===== config.mk =====
export PLATFORM = sky130hd
export DESIGN_NAME = fseq_top
export DESIGN_NICKNAME = d
export VERILOG_FILES = /design/src/rtl/fseq_pkg.sv /design/src/rtl/fseq_ctl.sv /design/src/rtl/fseq_timer.sv /design/src/rtl/fseq_strobe.sv /design/src/rtl/fseq_irq.sv /design/src/rtl/fseq_top.sv
export SDC_FILE = /design/constraint.sdc
export NUM_CORES = 1
export LEC_CHECK = 0
export ABC_AREA = 1
export CAP_MARGIN = 10
export CORE_ASPECT_RATIO = 1.2
export CORE_MARGIN = 3
export CORE_UTILIZATION = 31
export CTS_CLUSTER_DIAMETER = 120
export DETAILED_ROUTE_END_ITERATION = 10
export SYNTH_ARGS = -nofsm -noshare
export SYNTH_HDL_FRONTEND = slang
export SYNTH_SLANG_ARGS = --single-unit

===== constraint.sdc =====
create_clock -name clk -period 1.25 [get_ports clk]
set_input_delay 0.125 -clock clk [delete_from_list [all_inputs] [get_ports clk]]
set_output_delay 0.125 -clock clk [all_outputs]
set_load 0.01 [all_outputs]

===== src/rtl/fseq_pkg.sv =====
package fseq_pkg;

    typedef enum logic {
        SEQ_FOUR = 1'b0,
        SEQ_FIVE = 1'b1
    } seq_mode_e;

    localparam int CTL_MODE_BIT  = 7;
    localparam int CTL_INH_BIT   = 6;
    localparam int STAT_FLAG_BIT = 6;

    typedef logic [2:0] step_t;

    typedef struct packed {
        seq_mode_e mode;
        logic      inhibit;
    } ctl_t;

    typedef struct packed {
        logic qtr;
        logic half;
        logic flag_set;
    } step_act_t;

    function automatic step_t seq_len(seq_mode_e m);
        return (m == SEQ_FIVE) ? step_t'(5) : step_t'(4);
    endfunction

    function automatic step_act_t step_action(seq_mode_e m, step_t s);
        step_act_t a;
        a = '0;
        if (m == SEQ_FOUR) begin
            unique case (s)
                3'd1: a = '{qtr: 1'b1, half: 1'b0, flag_set: 1'b0};
                3'd2: a = '{qtr: 1'b1, half: 1'b1, flag_set: 1'b0};
                3'd3: a = '{qtr: 1'b1, half: 1'b0, flag_set: 1'b0};
                3'd4: a = '{qtr: 1'b1, half: 1'b1, flag_set: 1'b1};
                default: a = '0;
            endcase
        end else begin
            unique case (s)
                3'd1: a = '{qtr: 1'b1, half: 1'b0, flag_set: 1'b0};
                3'd2: a = '{qtr: 1'b1, half: 1'b1, flag_set: 1'b0};
                3'd3: a = '{qtr: 1'b1, half: 1'b0, flag_set: 1'b0};
                3'd5: a = '{qtr: 1'b1, half: 1'b1, flag_set: 1'b0};
                default: a = '0;
            endcase
        end
        return a;
    endfunction

    function automatic logic [7:0] pack_status(logic flag);
        logic [7:0] v;
        v = '0;
        v[STAT_FLAG_BIT] = flag;
        return v;
    endfunction

endpackage


===== src/rtl/fseq_ctl.sv =====
module fseq_ctl
    import fseq_pkg::*;
(
    input  logic       clk,
    input  logic       rst,
    input  logic       wr,
    input  logic [7:0] data,
    output ctl_t       ctl
);
    always_ff @(posedge clk) begin
        if (rst) begin
            ctl <= '{mode: SEQ_FOUR, inhibit: 1'b0};
        end else if (wr) begin
            ctl.mode    <= seq_mode_e'(data[CTL_MODE_BIT]);
            ctl.inhibit <= data[CTL_INH_BIT];
        end
    end
endmodule


===== src/rtl/fseq_timer.sv =====
module fseq_timer
    import fseq_pkg::*;
#(
    parameter int STEP_CYCLES = 7457
) (
    input  logic      clk,
    input  logic      rst,
    input  logic      restart,
    input  seq_mode_e mode,
    output logic      tick,
    output step_t     fired
);
    localparam int          CNT_W = (STEP_CYCLES > 1) ? $clog2(STEP_CYCLES) : 1;
    localparam logic [CNT_W-1:0] LAST = CNT_W'(STEP_CYCLES - 1);

    logic [CNT_W-1:0] cyc;
    step_t            done;

    assign fired = done + step_t'(1);
    assign tick  = (cyc == LAST) && !restart;

    always_ff @(posedge clk) begin
        if (rst || restart) begin
            cyc  <= '0;
            done <= '0;
        end else if (cyc == LAST) begin
            cyc  <= '0;
            done <= (fired >= seq_len(mode)) ? step_t'(0) : fired;
        end else begin
            cyc <= cyc + CNT_W'(1);
        end
    end
endmodule


===== src/rtl/fseq_strobe.sv =====
module fseq_strobe
    import fseq_pkg::*;
(
    input  logic      clk,
    input  logic      rst,
    input  logic      tick,
    input  step_t     fired,
    input  seq_mode_e mode,
    input  logic      imm,
    output logic      qtr_stb,
    output logic      half_stb,
    output logic      flag_evt
);
    step_act_t act;

    assign act      = step_action(mode, fired);
    assign flag_evt = tick && act.flag_set;

    always_ff @(posedge clk) begin
        if (rst) begin
            qtr_stb  <= 1'b0;
            half_stb <= 1'b0;
        end else if (imm) begin
            qtr_stb  <= 1'b1;
            half_stb <= 1'b1;
        end else if (tick) begin
            qtr_stb  <= act.qtr;
            half_stb <= act.half;
        end else begin
            qtr_stb  <= 1'b0;
            half_stb <= 1'b0;
        end
    end
endmodule


===== src/rtl/fseq_irq.sv =====
module fseq_irq (
    input  logic clk,
    input  logic rst,
    input  logic set_evt,
    input  logic inhibit,
    input  logic clr,
    input  logic smp_left,
    input  logic smp_irq_en,
    output logic flag,
    output logic cpu_irq
);
    logic smp_req;

    assign smp_req = smp_left && smp_irq_en;
    assign cpu_irq = flag || smp_req;

    always_ff @(posedge clk) begin
        if (rst) begin
            flag <= 1'b0;
        end else if (set_evt && !inhibit) begin
            flag <= 1'b1;
        end else if (clr) begin
            flag <= 1'b0;
        end
    end
endmodule


===== src/rtl/fseq_top.sv =====
module fseq_top
    import fseq_pkg::*;
#(
    parameter int STEP_CYCLES = 7457
) (
    input  logic       clk,
    input  logic       rst,
    input  logic       ctl_wr,
    input  logic [7:0] ctl_data,
    input  logic       stat_rd,
    output logic [7:0] stat_data,
    input  logic       smp_left,
    input  logic       smp_irq_en,
    output logic       qtr_stb,
    output logic       half_stb,
    output logic       cpu_irq
);
    ctl_t  ctl;
    logic  tick;
    step_t fired;
    logic  flag_evt;
    logic  flag;
    logic  wr_five;
    logic  wr_inh;

    assign wr_five = ctl_wr && ctl_data[CTL_MODE_BIT];
    assign wr_inh  = ctl_wr && ctl_data[CTL_INH_BIT];

    fseq_ctl u_ctl (
        .clk (clk),
        .rst (rst),
        .wr  (ctl_wr),
        .data(ctl_data),
        .ctl (ctl)
    );

    fseq_timer #(.STEP_CYCLES(STEP_CYCLES)) u_timer (
        .clk    (clk),
        .rst    (rst),
        .restart(ctl_wr),
        .mode   (ctl.mode),
        .tick   (tick),
        .fired  (fired)
    );

    fseq_strobe u_strobe (
        .clk     (clk),
        .rst     (rst),
        .tick    (tick),
        .fired   (fired),
        .mode    (ctl.mode),
        .imm     (wr_five),
        .qtr_stb (qtr_stb),
        .half_stb(half_stb),
        .flag_evt(flag_evt)
    );

    fseq_irq u_irq (
        .clk       (clk),
        .rst       (rst),
        .set_evt   (flag_evt),
        .inhibit   (ctl.inhibit),
        .clr       (stat_rd || wr_inh),
        .smp_left  (smp_left),
        .smp_irq_en(smp_irq_en),
        .flag      (flag),
        .cpu_irq   (cpu_irq)
    );

    assign stat_data = pack_status(flag);
endmodule


Word-level counts from Yosys, hierarchy flattened
Cells that the tools add are included.
{ "classes": {"reduce_logical": 15, "eq_ne": 6, "magnitude_cmp": 1, "muxes": 11, "addsub": 2} }
{ "op_table": {"columns": ["operator", "count"], "rows": [
  ["13-bit by 1-bit adder with 13-bit output (second input constant)", 1],
  ["13-bit == test (second input constant)", 1],
  ["3-bit one-hot mux with 3 select lines", 1],
  ["1-bit two-way mux", 7],
  ["3-bit by 2-bit == test with 1-bit output (second input constant)", 2],
  ["3-bit == test (second input constant)", 2],
  ["1-bit logical AND", 6],
  ["3-bit two-way mux", 2],
  ["3-bit one-hot mux with 2 select lines", 1],
  ["2-bit OR reduction", 3],
  ["3-bit by 1-bit adder with 3-bit output (second input constant)", 1],
  ["3-bit by 1-bit == test with 1-bit output (second input constant)", 1],
  ["3-bit >= comparator", 1],
  ["1-bit logical OR", 3],
  ["1-bit logical NOT", 2],
  ["2-bit nonzero test", 1]
]} }
{ "word_totals": {"reg_bits": 21, "input_bits": 14, "wordCells": 42, "out_inout_bits": 11} }

Depth between registers and ports, before layout
{ "logic_depth": {"ltp_word": 8, "mapped_depth": 10, "mapped_depth_nobuf": 10} }

By module
From an unflattened synthesis, not the netlist that was laid out.
{ "unflattened": {"cells_unflattened": 182, "hier_area_um2": 1234.9} }
{ "modules_own_cells": {"columns": ["module", "area_each_um2", "n_inst", "seq_area_each_um2", "cells_each"], "rows": [
  ["fseq_timer", 869.6, 1, 320.3, 128],
  ["fseq_strobe", 148.9, 1, 40.0, 20],
  ["fseq_top", 82.6, 1, 0.0, 14],
  ["fseq_ctl", 81.3, 1, 40.0, 13],
  ["fseq_irq", 52.6, 1, 20.0, 7]
]} }

Worst setup path before layout
No wires, ideal clock.
{ "synth_path": {"path_type": "reg-to-reg", "startpoint": "register u_timer.done[0]", "endpoint": "register u_timer.done[2]", "stages_incl_launch_ff": 8, "path_buffers": 0, "arrival_time_ns": 1.213, "setup_time_ns": 0.074, "setup_slack_ns": -0.037, "period_less_slack_ns": 1.287, "required_time_ns": 1.176, "path_cell_list": "dfxtp_1 inv_1 ha_1 nor2_1 nand2_1 nand3_1 nand3_1 o21ai_0"} }
{ "synth_between": {"elab_chain_len": 3} }
{ "synth_lines": {"columns": ["element", "line_no", "source"], "rows": [
  ["start: declaration", "fseq_timer.sv:17", "step_t done;"],
  ["start signal: assignment", "fseq_timer.sv:28", "done <= (fired >= seq_len(mode)) ? step_t'(0) : fired;"],
  ["3-bit by 1-bit adder with 3-bit output *", "fseq_timer.sv:19", "assign fired = done + step_t'(1);"],
  ["3-bit >= comparator", "fseq_timer.sv:28", null],
  ["3-bit two-way mux *", "fseq_timer.sv:28", null]
]} }
Mark *: on every way between the ends. The rest lies on a longest branch, timed or not.
A chain may end at the register's enable or synchronous reset.

Worst setup path after layout
{ "layout_path": {"startpoint": "register u_timer.cyc[0]", "endpoint": "register u_timer.cyc[7]"} }
{ "layout_between": {"elab_chain_len": 2, "word_cells_on_any_way": 3, "classes_between": "add/sub (1); eq/ne (1); reduce/logical (1)"} }
{ "layout_lines": {"columns": ["element", "line_no", "source"], "rows": [
  ["start: declaration", "fseq_timer.sv:16", "logic [CNT_W-1:0] cyc;"],
  ["start signal: assignment", "fseq_timer.sv:30", "cyc <= cyc + CNT_W'(1);"],
  ["parallel branches: the longest is 2 deep, another holds 13-bit by 1-bit adder with 13-bit output", null, null]
]} }
Several ways; the timed one is not identified.

==> summary.txt <==
CTS Buf Count: 3
Post-synthesis simple-gate area fraction: 0.379
Worst R2R End: u_timer.cyc[7]
Pwr per Cell Area: 671 nW/µm²
CP Launch Point: u_timer.cyc[0]
Static Leak: 0.715 nW
Overflow after GRT: 0
R2r setup slk: 0.02 ns
First-pass GRT wire length: 4510 µm
Crit Path Class: flip-flop to flip-flop
Starting DRC count in detailed routing: 45
Ys Warns: 0
Slowest stage cell, crit path: dfxtp_2
N_diodes: 0
Row count: 25
Hold Vio Cnt, Final: 0
Skew-Pair Late Insertion Delay: 0.27 ns
Number of setup violations in the final report: 0
Clock buffer depth: 2
Met3 Usage GRT: 0.0260
Post-synth cell types: 26
Synth top area share: 0.319
Most frequent cell after synthesis: nand2_1
Initial core utilization: 0.329
Total GRT Usage: 0.110
Die H: 77.4 µm
Area Overhead vs Synth: 41.5%
Clk slew on worst S/H paths: 0.08 ns
MaxCap Viol Count: 0
I/O Pins: 25
Post-layout util: 0.466
Fin nets: 240
Hold Buf Count CTS: 0
Die outline width: 65.5 µm
Ys flop type: dfxtp_1
Die area: 5070 µm²
Worst path arrival time: 1.43 ns
Non-filler cells, final: 271
Synthesis-stage register bit count: 21
DRC viols: 0
Final GP Congestion: 0.737
Synth top cells by count: 39 x nand2_1, 22 x inv_1, 21 x dfxtp_1, 19 x nand3_1, 17 x nor2_1
Routed vias/inst: 4.51
HP Class: primary input to flip-flop
Slowest stage delay, CP: 0.36 ns
Post-Syn Area: 1320 µm²
Critical Path, Cell by Cell: inv_2 > ha_4 > nand2_4 > inv_2 > nand2_2 > nor2_4 > nand2_4 > nand2_8 > nor3_2
Largest family of logic cells by synthesized area: simple AND/OR/NAND/NOR gates
Clock Sinks: 21
Met2 usage: 0.203
Post-synthesis mux area share: 0
Core Area: 4000 µm²
Critical Path RT: 1.45 ns
Detailed placer's ending HPWL: 1990 µm
Synth Area per Inst: 7.20 µm²
Status: finished, final reports clean
Met1 Use GR: 0.127
Vias in the first global route: 1111
Startpoint types: flip-flop
Wire length per cell: 10.6 µm
IO buf count: 11
Clock skew: 0.00695 ns
Max Clock Freq: 812 MHz
Setup Fix Bufs, Post-CTS: 0
Root Buffer: clkbuf_8
Ranking of synthesized cells by area: dfxtp_1 32%, nand2_1 11%, ha_1 7.6%
RSZ-0062 raised after global routing: true
Post-Route WL: 2880 µm
Largest net degree at the start of global routing: 14
Reg2reg start: u_timer.cyc[0]
Fin crit period: 1.23 ns
Area leader, netlist: dfxtp_1
Antenna violations before repair: 0
Crit Path Max Fanout: 7
R2R cell count: 9
Synth Area in Adders: 0.0760
Number of nets with antenna violations after routing: 0
Slew Viols, Final: 0
Via Count: 1222
H-Tree Depth: 1
CTS tree: yes
Worst Setup End Kind: flip-flop
Most used routing layer in global routing: met2
Worst setup path end: u_timer.cyc[7]
Synth Area in Compound Gates: 0.0845
Placed Cells: 266
Fraction of registers with async set/reset: 0
DR pass1 iterations: 4
Fraction of layout cells with a size suffix above 1: 0.392
Number of synthesized flops with an enable pin: 0
Seq/Total Area, Yosys: 0.319
Crit share post-route: 0.985
Max VDD drop: 0.729 mV
XOR/XNOR Fraction of Synth Area: 0.0133
Synth Instances: 183
critical path, delay by kind of cell, from the launching register on:
family	cells	cell delay, ns
and+or+nand+nor	6	0.55
DFF	1	0.36
adders and majority gates	1	0.16
buffers and inverters	2	0.08
layer usage:
layer	routed length, µm	part of all wire
met5	0	0
met4	19	0.0066
met3	67	0.023
met2	1540	0.53
met1	1260	0.44
flip-flops by register name (all words and copies together) (netlist names):
signal             count
u_timer.cyc           13
u_timer.done           3
u_ctl.ctl              2
u_irq.flag             1
u_strobe.half_stb      1
u_strobe.qtr_stb       1
power breakdown:
group	switching, mW	leakage (nW)	internal [mW]
registers	0.00719	0.173	0.674
logic	0.0595	0.516	0.0576
clock network	0.230	0.0255	0.223
stage by stage:
| step | power (mW) | hold WS (ns) | setup WS [ns] | instance area (µm²) | TNS [ns] |
|---|---|---|---|---|---|
| after detailed placement | 0.801 | 0.446 | -0.0846 | 1600 | -1.15 |
| after global placement | 0.800 | 0.442 | -0.0966 | 1600 | -1.00 |
| final | 1.25 | 0.451 | 0.0188 | 1860 | 0 |
| after floorplan | 0.766 | 0.194 | 0.0136 | 1340 | 0 |
| after CTS | 1.26 | 0.443 | 0.00119 | 1720 | 0 |
| after global routing | 1.30 | 0.480 | -0.0543 | 1860 | -0.696 |
logic make-up (layout without fill, tap and decap cells):
| group | count (synthesis) | count (layout) |
|---|---|---|
| compound gates | 17 | 17 |
| other cells | 1 | 7 |
| simple gates | 101 | 102 |
| flops | 21 | 21 |
| buf+inv | 33 | 60 |
| xor+xnor | 2 | 2 |
| fa+ha+maj | 8 | 8 |
worst min path at each step:
| stage | startpoint | to | slack [ns] | cells after the start |
|---|---|---|---|---|
| finish | ctl_data[6] | u_ctl.ctl[0] | 0.45 | 3 |
| global route | ctl_data[6] | u_ctl.ctl[0] | 0.48 | 3 |
| detailed placement | u_ctl.ctl[0] | u_ctl.ctl[0] | 0.45 | 2 |
| floorplan | rst | u_irq.flag | 0.19 | 1 |
| global placement | u_ctl.ctl[0] | u_ctl.ctl[0] | 0.44 | 2 |
| CTS | ctl_data[6] | u_ctl.ctl[0] | 0.44 | 3 |
cells in the final DEF, fill, tap and decap left out, types with 4 or more instances in the layout:
master           synthesis  layout
nand3_2                  1       4
nand3_1                 19      15
nor2_4                   4       6
nand4_1                  4       4
a21oi_2                  6       6
conb_1                   1       7
inv_2                    2      10
ha_4                     0       6
nor2_1                  17      13
nand2_1                 39      33
nand2_2                  2       6
buf_4                    8      18
nand2_4                  2       4
dfxtp_1                 21      16
clkdlybuf4s50_1          0       7
nor2_2                   4       6
inv_1                   22      14
what timing repair did:
item	4_1_cts	5_1_grt
gates cloned	0	1
pin swaps	6	14
setup endpoints to repair	21	21
endpoints found under the hold margin	0	0
resized for setup	24	35
area by class of cell:
| class | instances | area [µm²] |
|---|---|---|
| inverters | 24 | 90.1 |
| clock inverters | 1 | 5.00 |
| repair buffers | 32 | 282 |
| well taps | 54 | 67.6 |
| flip-flops and latches | 21 | 432 |
| clock buffers | 3 | 41.3 |
| fillers | 418 | 2140 |
| multi-input cells | 136 | 947 |
No activity file was read; power rests on OpenSTA's default activity.
